## config.mk

```make
export PLATFORM = sky130hd
export DESIGN_NAME = stream_prefetch_buf
export DESIGN_NICKNAME = d
export VERILOG_FILES = /design/src/rtl/sbuf_pkg.sv /design/src/rtl/sbuf_datapath.sv /design/src/rtl/sbuf_ctrl.sv /design/src/rtl/stream_prefetch_buf.sv
export SDC_FILE = /design/constraint.sdc
export NUM_CORES = 1
export LEC_CHECK = 0
export BUFFER_PORTS_ARGS = -buffer_cell sky130_fd_sc_hd__buf_2
export CORE_MARGIN = 2
export CORE_UTILIZATION = 30
export CTS_CLUSTER_DIAMETER = 120
export DETAILED_ROUTE_END_ITERATION = 8
export GPL_TIMING_DRIVEN = 0
export PLACE_DENSITY = 0.45
export SETUP_SLACK_MARGIN = 0.5
export SYNTH_ARGS = -nofsm -noshare
export SYNTH_HDL_FRONTEND = slang
export SYNTH_SLANG_ARGS = --single-unit
```

## constraint.sdc

```tcl
create_clock -name clk -period 5 [get_ports clk]
set_clock_uncertainty 0.05 [all_clocks]
set_input_delay 0.5 -clock clk [delete_from_list [all_inputs] [get_ports clk]]
set_output_delay 0.5 -clock clk [all_outputs]
set_load 0.05 [all_outputs]
```

## src/rtl/sbuf_pkg.sv

```systemverilog
package sbuf_pkg;

  typedef enum logic [1:0] {
    SLOT_EMPTY   = 2'd0,
    SLOT_PENDING = 2'd1,
    SLOT_READY   = 2'd2
  } slotState_e;

  typedef enum logic [1:0] {
    CT_IDLE     = 2'd0,
    CT_DEMAND   = 2'd1,
    CT_PREFETCH = 2'd2
  } ctrlState_e;

  // strobes from control to datapath
  typedef struct packed {
    logic accept;   // miss taken this cycle
    logic popHit;   // head of selStream supplies the block
    logic alloc;    // selStream restarts at miss+1
  } sbufStrobe_t;

endpackage

```

## src/rtl/sbuf_datapath.sv

```systemverilog
module sbuf_datapath
  import sbuf_pkg::*;
#(
  parameter int ADDR_W      = 16,
  parameter int DATA_W      = 32,
  parameter int NUM_STREAMS = 4,
  parameter int DEPTH       = 4,
  parameter int SW          = 2,
  parameter int DW          = 2,
  parameter int TAG_W       = 5
) (
  input  logic              clk,
  input  logic              rstN,
  input  sbufStrobe_t       strb,
  input  logic [SW-1:0]     selStream,
  input  logic [ADDR_W-1:0] missAddr,
  input  logic              memRespValid,
  input  logic [TAG_W-1:0]  memRespTag,
  input  logic [DATA_W-1:0] memRespData,
  output logic              hitAny,
  output logic [SW-1:0]     hitStream,
  output logic [DW-1:0]     hitSlot,
  output logic              fillValid,
  output logic [ADDR_W-1:0] fillAddr,
  output logic [DATA_W-1:0] fillData,
  output logic              fillFromStream
);

  logic              streamLive [NUM_STREAMS];
  logic [ADDR_W-1:0] headAddr   [NUM_STREAMS];
  logic [DW-1:0]     rdPtr      [NUM_STREAMS];
  slotState_e        slotSt     [NUM_STREAMS][DEPTH];
  logic [DATA_W-1:0] slotData   [NUM_STREAMS][DEPTH];
  logic [ADDR_W-1:0] latchAddr;

  logic [NUM_STREAMS-1:0] headHit;

  // one head comparator per stream
  for (genvar s = 0; s < NUM_STREAMS; s++) begin : g_cmp
    assign headHit[s] = streamLive[s]
                     && (slotSt[s][rdPtr[s]] == SLOT_READY)
                     && (headAddr[s] == missAddr);
  end

  // lowest index wins when two heads match
  always_comb begin
    hitAny    = 1'b0;
    hitStream = '0;
    for (int s = NUM_STREAMS - 1; s >= 0; s--) begin
      if (headHit[s]) begin
        hitAny    = 1'b1;
        hitStream = SW'(s);
      end
    end
  end

  assign hitSlot = rdPtr[hitStream];

  logic          respDemand;
  logic [SW-1:0] respStream;
  logic [DW-1:0] respSlot;

  assign respDemand = memRespTag[TAG_W-1];
  assign respStream = memRespTag[DW +: SW];
  assign respSlot   = memRespTag[DW-1:0];

  always_ff @(posedge clk or negedge rstN) begin
    if (!rstN) begin
      for (int s = 0; s < NUM_STREAMS; s++) begin
        streamLive[s] <= 1'b0;
        headAddr[s]   <= '0;
        rdPtr[s]      <= '0;
        for (int d = 0; d < DEPTH; d++) begin
          slotSt[s][d]   <= SLOT_EMPTY;
          slotData[s][d] <= '0;
        end
      end
      latchAddr      <= '0;
      fillValid      <= 1'b0;
      fillAddr       <= '0;
      fillData       <= '0;
      fillFromStream <= 1'b0;
    end else begin
      fillValid <= 1'b0;
      if (strb.accept) begin
        latchAddr <= missAddr;
      end
      if (strb.popHit) begin
        // head leaves, its slot becomes the new pending tail
        slotSt[selStream][rdPtr[selStream]] <= SLOT_PENDING;
        rdPtr[selStream]    <= rdPtr[selStream] + 1'b1;
        headAddr[selStream] <= headAddr[selStream] + ADDR_W'(1);
        fillValid      <= 1'b1;
        fillAddr       <= missAddr;
        fillData       <= slotData[selStream][rdPtr[selStream]];
        fillFromStream <= 1'b1;
      end
      if (strb.alloc) begin
        streamLive[selStream] <= 1'b1;
        headAddr[selStream]   <= missAddr + ADDR_W'(1);
        rdPtr[selStream]      <= '0;
        for (int d = 0; d < DEPTH; d++) begin
          slotSt[selStream][d] <= SLOT_PENDING;
        end
      end
      if (memRespValid) begin
        if (respDemand) begin
          fillValid      <= 1'b1;
          fillAddr       <= latchAddr;
          fillData       <= memRespData;
          fillFromStream <= 1'b0;
        end else begin
          slotSt[respStream][respSlot]   <= SLOT_READY;
          slotData[respStream][respSlot] <= memRespData;
        end
      end
    end
  end

  // control pops only a ready head that matches the miss
  p_pop_ready_head_r4: assert property (@(posedge clk) disable iff (!rstN)
    strb.popHit |-> (slotSt[selStream][rdPtr[selStream]] == SLOT_READY
                     && headAddr[selStream] == missAddr));

  // a prefetch response lands only in a slot waiting for it
  p_resp_to_pending_r10: assert property (@(posedge clk) disable iff (!rstN)
    (memRespValid && !respDemand) |-> (slotSt[respStream][respSlot] == SLOT_PENDING));

  // fill is a single-cycle pulse
  p_fill_pulse_r3: assert property (@(posedge clk) disable iff (!rstN)
    fillValid |=> !fillValid);

endmodule

```

## src/rtl/sbuf_ctrl.sv

```systemverilog
module sbuf_ctrl
  import sbuf_pkg::*;
#(
  parameter int ADDR_W      = 16,
  parameter int NUM_STREAMS = 4,
  parameter int DEPTH       = 4,
  parameter int SW          = 2,
  parameter int DW          = 2,
  parameter int TAG_W       = 5
) (
  input  logic              clk,
  input  logic              rstN,
  input  logic              missValid,
  input  logic [ADDR_W-1:0] missAddr,
  output logic              missReady,
  input  logic              hitAny,
  input  logic [SW-1:0]     hitStream,
  input  logic [DW-1:0]     hitSlot,
  output sbufStrobe_t       strb,
  output logic [SW-1:0]     selStream,
  output logic              memReqValid,
  input  logic              memReqReady,
  output logic [ADDR_W-1:0] memReqAddr,
  output logic [TAG_W-1:0]  memReqTag,
  input  logic              memRespValid
);

  localparam int CNT_W = $clog2(DEPTH + 1);
  localparam int OUT_W = $clog2(DEPTH + 2);

  ctrlState_e        ctSt;
  logic [ADDR_W-1:0] reqAddr;
  logic [SW-1:0]     reqStream;
  logic [DW-1:0]     reqSlot;
  logic [CNT_W-1:0]  remain;
  logic [OUT_W-1:0]  outstanding;
  logic [SW-1:0]     victimPtr;
  logic              accept;
  logic              reqFire;

  assign missReady = (ctSt == CT_IDLE) && (outstanding == '0);
  assign accept    = missValid && missReady;

  assign strb.accept = accept;
  assign strb.popHit = accept && hitAny;
  assign strb.alloc  = accept && !hitAny;
  assign selStream   = hitAny ? hitStream : victimPtr;

  assign memReqValid = (ctSt != CT_IDLE);
  assign memReqAddr  = reqAddr;
  assign memReqTag   = {(ctSt == CT_DEMAND), reqStream, reqSlot};
  assign reqFire     = memReqValid && memReqReady;

  always_ff @(posedge clk or negedge rstN) begin
    if (!rstN) begin
      ctSt        <= CT_IDLE;
      reqAddr     <= '0;
      reqStream   <= '0;
      reqSlot     <= '0;
      remain      <= '0;
      outstanding <= '0;
      victimPtr   <= '0;
    end else begin
      outstanding <= outstanding + OUT_W'(reqFire) - OUT_W'(memRespValid);
      case (ctSt)
        CT_IDLE: begin
          if (accept) begin
            if (hitAny) begin
              ctSt      <= CT_PREFETCH;
              reqAddr   <= missAddr + ADDR_W'(DEPTH);
              reqStream <= hitStream;
              reqSlot   <= hitSlot;
              remain    <= CNT_W'(1);
            end else begin
              ctSt      <= CT_DEMAND;
              reqAddr   <= missAddr;
              reqStream <= victimPtr;
              reqSlot   <= '0;
              remain    <= CNT_W'(DEPTH);
              victimPtr <= (victimPtr == SW'(NUM_STREAMS - 1)) ? '0 : victimPtr + 1'b1;
            end
          end
        end
        CT_DEMAND: begin
          if (reqFire) begin
            ctSt    <= CT_PREFETCH;
            reqAddr <= reqAddr + ADDR_W'(1);
          end
        end
        CT_PREFETCH: begin
          if (reqFire) begin
            reqAddr <= reqAddr + ADDR_W'(1);
            reqSlot <= reqSlot + 1'b1;
            remain  <= remain - 1'b1;
            if (remain == CNT_W'(1)) ctSt <= CT_IDLE;
          end
        end
        default: ctSt <= CT_IDLE;
      endcase
    end
  end

  // a taken miss blocks the next one
  p_one_miss_r8: assert property (@(posedge clk) disable iff (!rstN)
    accept |=> !missReady);

  // memory answers only reads that were issued
  p_resp_expected_r8: assert property (@(posedge clk) disable iff (!rstN)
    memRespValid |-> (outstanding != '0 || reqFire));

  // stalled request holds still
  p_req_hold_r9: assert property (@(posedge clk) disable iff (!rstN)
    (memReqValid && !memReqReady) |=>
      (memReqValid && $stable(memReqAddr) && $stable(memReqTag)));

  // a head hit sends no demand read
  p_hit_no_demand_r4: assert property (@(posedge clk) disable iff (!rstN)
    (accept && hitAny) |=> (memReqValid && !memReqTag[TAG_W-1]));

  // a clean miss starts with the demand read of the miss address
  p_demand_first_r2: assert property (@(posedge clk) disable iff (!rstN)
    (accept && !hitAny) |=>
      (memReqValid && memReqTag[TAG_W-1] && memReqAddr == $past(missAddr)));

endmodule

```

## src/rtl/stream_prefetch_buf.sv

```systemverilog
module stream_prefetch_buf
  import sbuf_pkg::*;
#(
  parameter int ADDR_W      = 16,
  parameter int DATA_W      = 32,
  parameter int NUM_STREAMS = 4,
  parameter int DEPTH       = 4,
  localparam int SW         = (NUM_STREAMS > 1) ? $clog2(NUM_STREAMS) : 1,
  localparam int DW         = (DEPTH > 1) ? $clog2(DEPTH) : 1,
  localparam int TAG_W      = 1 + SW + DW
) (
  input  logic              clk,
  input  logic              rstN,
  input  logic              missValid,
  input  logic [ADDR_W-1:0] missAddr,
  output logic              missReady,
  output logic              fillValid,
  output logic [ADDR_W-1:0] fillAddr,
  output logic [DATA_W-1:0] fillData,
  output logic              fillFromStream,
  output logic              memReqValid,
  input  logic              memReqReady,
  output logic [ADDR_W-1:0] memReqAddr,
  output logic [TAG_W-1:0]  memReqTag,
  input  logic              memRespValid,
  input  logic [TAG_W-1:0]  memRespTag,
  input  logic [DATA_W-1:0] memRespData
);

  sbufStrobe_t   strb;
  logic [SW-1:0] selStream;
  logic          hitAny;
  logic [SW-1:0] hitStream;
  logic [DW-1:0] hitSlot;

  sbuf_ctrl #(
    .ADDR_W(ADDR_W), .NUM_STREAMS(NUM_STREAMS), .DEPTH(DEPTH),
    .SW(SW), .DW(DW), .TAG_W(TAG_W)
  ) ctrl_i (
    .clk(clk), .rstN(rstN),
    .missValid(missValid), .missAddr(missAddr), .missReady(missReady),
    .hitAny(hitAny), .hitStream(hitStream), .hitSlot(hitSlot),
    .strb(strb), .selStream(selStream),
    .memReqValid(memReqValid), .memReqReady(memReqReady),
    .memReqAddr(memReqAddr), .memReqTag(memReqTag),
    .memRespValid(memRespValid)
  );

  sbuf_datapath #(
    .ADDR_W(ADDR_W), .DATA_W(DATA_W), .NUM_STREAMS(NUM_STREAMS), .DEPTH(DEPTH),
    .SW(SW), .DW(DW), .TAG_W(TAG_W)
  ) dp_i (
    .clk(clk), .rstN(rstN),
    .strb(strb), .selStream(selStream), .missAddr(missAddr),
    .memRespValid(memRespValid), .memRespTag(memRespTag), .memRespData(memRespData),
    .hitAny(hitAny), .hitStream(hitStream), .hitSlot(hitSlot),
    .fillValid(fillValid), .fillAddr(fillAddr), .fillData(fillData),
    .fillFromStream(fillFromStream)
  );

endmodule

```

==> impl_metrics.prom <==
# TYPE chip_impl_metric gauge
chip_impl_metric{name="number_of_flops_mapped_to_enable_cells_by_yosys",unit=""} 0
chip_impl_metric{name="dpl.cell_count",unit=""} 4599
chip_impl_metric{name="yosys.area_share.xor_xnor",unit="%"} 2.72
chip_impl_info{name="synth_ff_type",value="dfrtp_1"} 1
chip_impl_metric{name="cellPowerDensity",unit="mW/mm^2"} 609
chip_impl_metric{name="drt-total-wl",unit="mm"} 138
chip_impl_metric{name="yosys_warnings",unit=""} 0
chip_impl_metric{name="grt_max_degree",unit=""} 108
chip_impl_info{name="synth.largest_area_cell",value="dfrtp_1"} 1
chip_impl_metric{name="num_io_pins",unit=""} 131
chip_impl_metric{name="number_of_buffers_on_the_longest_clock_path",unit=""} 3
chip_impl_metric{name="floorplan.die_area",unit="sq mm"} 0.116
chip_impl_metric{name="die_h",unit="microns"} 341
chip_impl_info{name="synth_top_family_by_area",value="multiplexers"} 1
chip_impl_metric{name="fill_cells",unit=""} 11331
chip_impl_info{name="timing.hold.worst.class",value="in -> reg"} 1
chip_impl_metric{name="cts.clk_slew.worst_paths",unit="ns"} 0.06
chip_impl_metric{name="synthSimpleGateAreaFrac",unit="%"} 9.55
chip_impl_metric{name="timing.hold.ws",unit="ns"} 0.121
chip_impl_metric{name="num_vias",unit=""} 26264
chip_impl_metric{name="post_synth_net_total",unit=""} 3043
chip_impl_info{name="status",value="complete, no violations"} 1
chip_impl_metric{name="synth.cell_area",unit="sq mm"} 0.0341
chip_impl_metric{name="detailedRoute.firstIterationViolations",unit=""} 2640
chip_impl_metric{name="worst_pin_slew",unit="ns"} 1.45
chip_impl_info{name="worstSetupStartpointType",value="flip-flop"} 1
chip_impl_metric{name="die_w",unit="microns"} 341
chip_impl_metric{name="timing.setup.tns",unit="ns"} 0
chip_impl_metric{name="antenna_found_initial",unit=""} 14
chip_impl_info{name="cts_tree",value="built"} 1
chip_impl_metric{name="remaining_drc_errors",unit=""} 0
chip_impl_metric{name="yosysSeqAreaShare",unit="%"} 52.5
chip_impl_metric{name="number_of_h_tree_levels",unit=""} 3
chip_impl_metric{name="areaGrowthSynthToFinish",unit="%"} 18.5
chip_impl_metric{name="tmin_final",unit="ns"} 4.43
chip_impl_metric{name="drt.antenna.violating_nets",unit=""} 0
chip_impl_metric{name="yosysTopAreaCellShare",unit="%"} 52.5
chip_impl_metric{name="wire_length_of_the_first_global_routing_pass",unit="mm"} 198
chip_impl_metric{name="routed_wire_length_per_instance",unit="microns"} 28.9
chip_impl_metric{name="design.final.nets",unit=""} 3289
chip_impl_metric{name="critical_path_peak_fanout",unit=""} 10
chip_impl_metric{name="max_cap_viols",unit=""} 0
chip_impl_metric{name="distinct_cells_synth",unit=""} 80
chip_impl_metric{name="initial_utilization",unit="%"} 30.3
chip_impl_metric{name="area_inside_the_core_boundary",unit="sq mm"} 0.113
chip_impl_info{name="timing.critical_path.to_type",value="flip-flop"} 1
chip_impl_metric{name="worst-endpoint-required",unit="ns"} 5.50
chip_impl_metric{name="yosys.area_share.adder",unit="%"} 0.645
chip_impl_metric{name="via_count_of_the_first_global_routing_pass",unit=""} 26622
chip_impl_metric{name="fmaxAchievable",unit="MHz"} 226
chip_impl_info{name="ctsRootBufferMaster",value="clkbuf_16"} 1
chip_impl_info{name="setup_repair_after_global_routing_missed_its_margin",value="no"} 1
chip_impl_metric{name="global_route.overflow_total",unit=""} 0
chip_impl_metric{name="synth_async_sr_flop_share",unit="%"} 100
chip_impl_info{name="ys_top_cells_by_area",value="dfrtp_1 (53%), mux2_2 (19%), nand2_1 (3.9%), a222oi_1 (2.6%), clkbuf_1 (1.9%)"} 1
chip_impl_metric{name="fp-row-count",unit=""} 123
chip_impl_metric{name="number_of_setup_violations_in_the_final_report",unit=""} 0
chip_impl_metric{name="post_drt_via_cell_ratio",unit=""} 5.49
chip_impl_metric{name="finish.cell_count_without_fillers",unit=""} 4788
chip_impl_metric{name="clk_latency",unit="ns"} 0.69
chip_impl_metric{name="final_max_slew_viol_count",unit=""} 0
chip_impl_metric{name="layout_worst_path_cycle_share",unit="%"} 88.5
chip_impl_metric{name="cts-buffers-inserted",unit=""} 88
chip_impl_metric{name="post-dp-hpwl",unit="mm"} 92.2
chip_impl_metric{name="hold_violations",unit=""} 0
chip_impl_metric{name="global_route_usage_sum",unit="%"} 23.5
chip_impl_metric{name="gp_congestion",unit=""} 0.942
chip_impl_metric{name="synthesized_area_divided_by_synthesized_cell_count",unit="sq um"} 11.5
chip_impl_metric{name="postSynthCellCount",unit=""} 2968
chip_impl_metric{name="worst_ir_drop_vdd",unit="V"} 0.000289
chip_impl_info{name="timing.setup.critical_path_class",value="reg -> reg"} 1
chip_impl_metric{name="fraction_of_synthesized_area_in_multiplexers",unit="%"} 20.3
chip_impl_metric{name="clock_sink_count",unit=""} 716
chip_impl_metric{name="cellLeakagePower",unit="nW"} 17.9
chip_impl_metric{name="timing.slew.headroom",unit="%"} 3.34
chip_impl_metric{name="drt_pre_antenna_iters",unit=""} 6
chip_impl_metric{name="io_buffer_count",unit=""} 123
chip_impl_metric{name="layout-drive-gt1-share",unit="%"} 31.2
chip_impl_metric{name="cp.arrival",unit="ns"} 4.93
chip_impl_metric{name="ys_ff_latch",unit=""} 716
chip_impl_metric{name="synth-compound-area-share",unit="%"} 11.2
## layout by cell type (no fill, tap or decap), types with 8 or more instances in the layout
| cell | synthesis | final |
|---|---|---|
| dfrtp_1 | 716 | 715 |
| nand3_1 | 73 | 72 |
| mux2_2 | 567 | 567 |
| clkinv_2 | 0 | 8 |
| o211ai_1 | 16 | 16 |
| a222oi_1 | 88 | 88 |
| a22oi_1 | 37 | 37 |
| and2_1 | 13 | 12 |
| nand2_1 | 354 | 353 |
| a21oi_1 | 85 | 85 |
| clkbuf_16 | 0 | 89 |
| a221oi_1 | 34 | 34 |
| inv_1 | 25 | 25 |
| xnor2_1 | 59 | 58 |
| clkbuf_4 | 0 | 16 |
| buf_2 | 43 | 156 |
| nand4_1 | 31 | 31 |
| and3_1 | 16 | 16 |
| nor2_1 | 129 | 119 |
| o22ai_1 | 26 | 26 |
| ha_1 | 16 | 15 |
| nor3_1 | 32 | 24 |
| a31oi_1 | 22 | 22 |
| o21ai_1 | 22 | 20 |
| mux2i_1 | 41 | 41 |
| nand2b_1 | 27 | 27 |
| clkbuf_1 | 174 | 152 |
| clkbuf_8 | 0 | 29 |
| o221ai_1 | 8 | 8 |
| buf_4 | 2 | 32 |
| o21ai_0 | 104 | 102 |
| buf_6 | 1 | 8 |
| clkbuf_2 | 0 | 30 |
| xor2_1 | 47 | 46 |
## worst max-delay path: stages (launching register included)
cell	delay (ns)
dfrtp_1	0.37
nand2b_1	0.15
mux4_2	0.55
or3_4	0.37
nor4_4	0.37
a211o_1	0.23
buf_6	0.15
o32a_2	0.16
o221a_4	0.30
buf_2	0.39
buf_2	0.42
nor2_2	0.15
clkbuf_2	0.31
nand3_1	0.18
nand3_1	0.09
## sequential cells by signal, summed over array words and instances, names as in the netlist, 3 cells and up, named ones only
signal              count
ctrl_i.outstanding      3
dp_i.headAddr          61
ctrl_i.memReqAddr      16
dp_i.slotSt            32
ctrl_i.remain           3
dp_i.slotData         512
dp_i.fillAddr          16
dp_i.streamLive         4
dp_i.fillData          32
dp_i.latchAddr         16
## worst paths after layout
path,start,endpoint,slack (ns),depth (start not counted)
worst max-delay path,dp_i.slotSt[26],dp_i.fillData[28],0.57,14
worst min-delay path,memRespData[30],dp_i.slotData[94],0.12,2
worst max register to register,dp_i.slotSt[26],dp_i.fillData[28],0.57,14
worst min register to register,ctrl_i.reqStream[0],ctrl_i.reqStream[0],0.42,2
max in group asynchronous,rstN,dp_i.slotData[121],2.61,5
min in group asynchronous,rstN,dp_i.slotData[456],0.36,2
## cell families (layout without fill, tap and decap cells)
| group | count (synthesis) | count (layout) |
|---|---|---|
| mux | 614 | 614 |
| buf+inv | 261 | 577 |
| compound gates | 530 | 530 |
| fa+ha+maj | 17 | 17 |
| simple gates | 724 | 724 |
| xor+xnor | 106 | 106 |
| flops | 716 | 716 |
| other cells | 0 | 4 |
## cell type report
type                    instances  area [sq um]  share of cell area (%)
clock inverters                21           307                   0.758
multi-input cells            1991         15400                    38.0
repair buffers                156          1020                    2.53
clock buffers                 139          2700                    6.66
plain buffers                 234          1130                    2.78
diodes                          4          10.0                  0.0248
well taps                    1500          1880                    4.64
flip-flops and latches        716         17900                    44.3
inverters                      27           104                   0.257
## layer usage
layer | wire length [microns] | GRT usage [%] | up-vias
met3 | 8040 | 3.66 | 263
met5 | 56 | 0 | -
met2 | 65500 | 38.8 | 952
met4 | 5050 | 7.83 | 8
met1 | 59500 | 31.5 | 13686
li1 | - | - | 11355
## synth_stat cells, types with 25 or more instances
cell and n:
nor2_1 129, a21oi_1 85, nand2b_1 27, mux2_2 567, xnor2_1 59, o21ai_0 104
nor3_1 32, o22ai_1 26, nand3_1 73, xor2_1 47, inv_1 25, dfrtp_1 716
a221oi_1 34, a222oi_1 88, mux2i_1 41, nand4_1 31, clkbuf_1 174, nand2_1 354
a22oi_1 37, buf_2 43
## what timing repair did
action / in CTS / in global routing
hold endpoints to repair: 63 / 0
setup endpoints to repair: 135 / 95
hold buffers: 1 / 0
pin swaps: 7 / 12
setup buffers: 14 / 10
resized for setup: 105 / 73
## power breakdown
| group | switching (mW) | internal (mW) |
|---|---|---|
| Clock | 2.74 | 3.92 |
| Combinational | 6.41 | 3.35 |
| Sequential | 0.999 | 7.20 |
## stage by stage
step	util (%)	power (mW)	cell area, sq um	setup slack, ns
after floorplan	-	13.7	34100	1.10
after global placement	32.5	17.5	36600	-13.47
after detailed placement	32.7	17.5	36900	-1.46
after CTS	35.7	24.5	40200	0.399
after global routing	35.9	25.7	40400	0.487
final	35.9	24.6	40400	0.574
No activity file was read; power rests on OpenSTA's default activity.
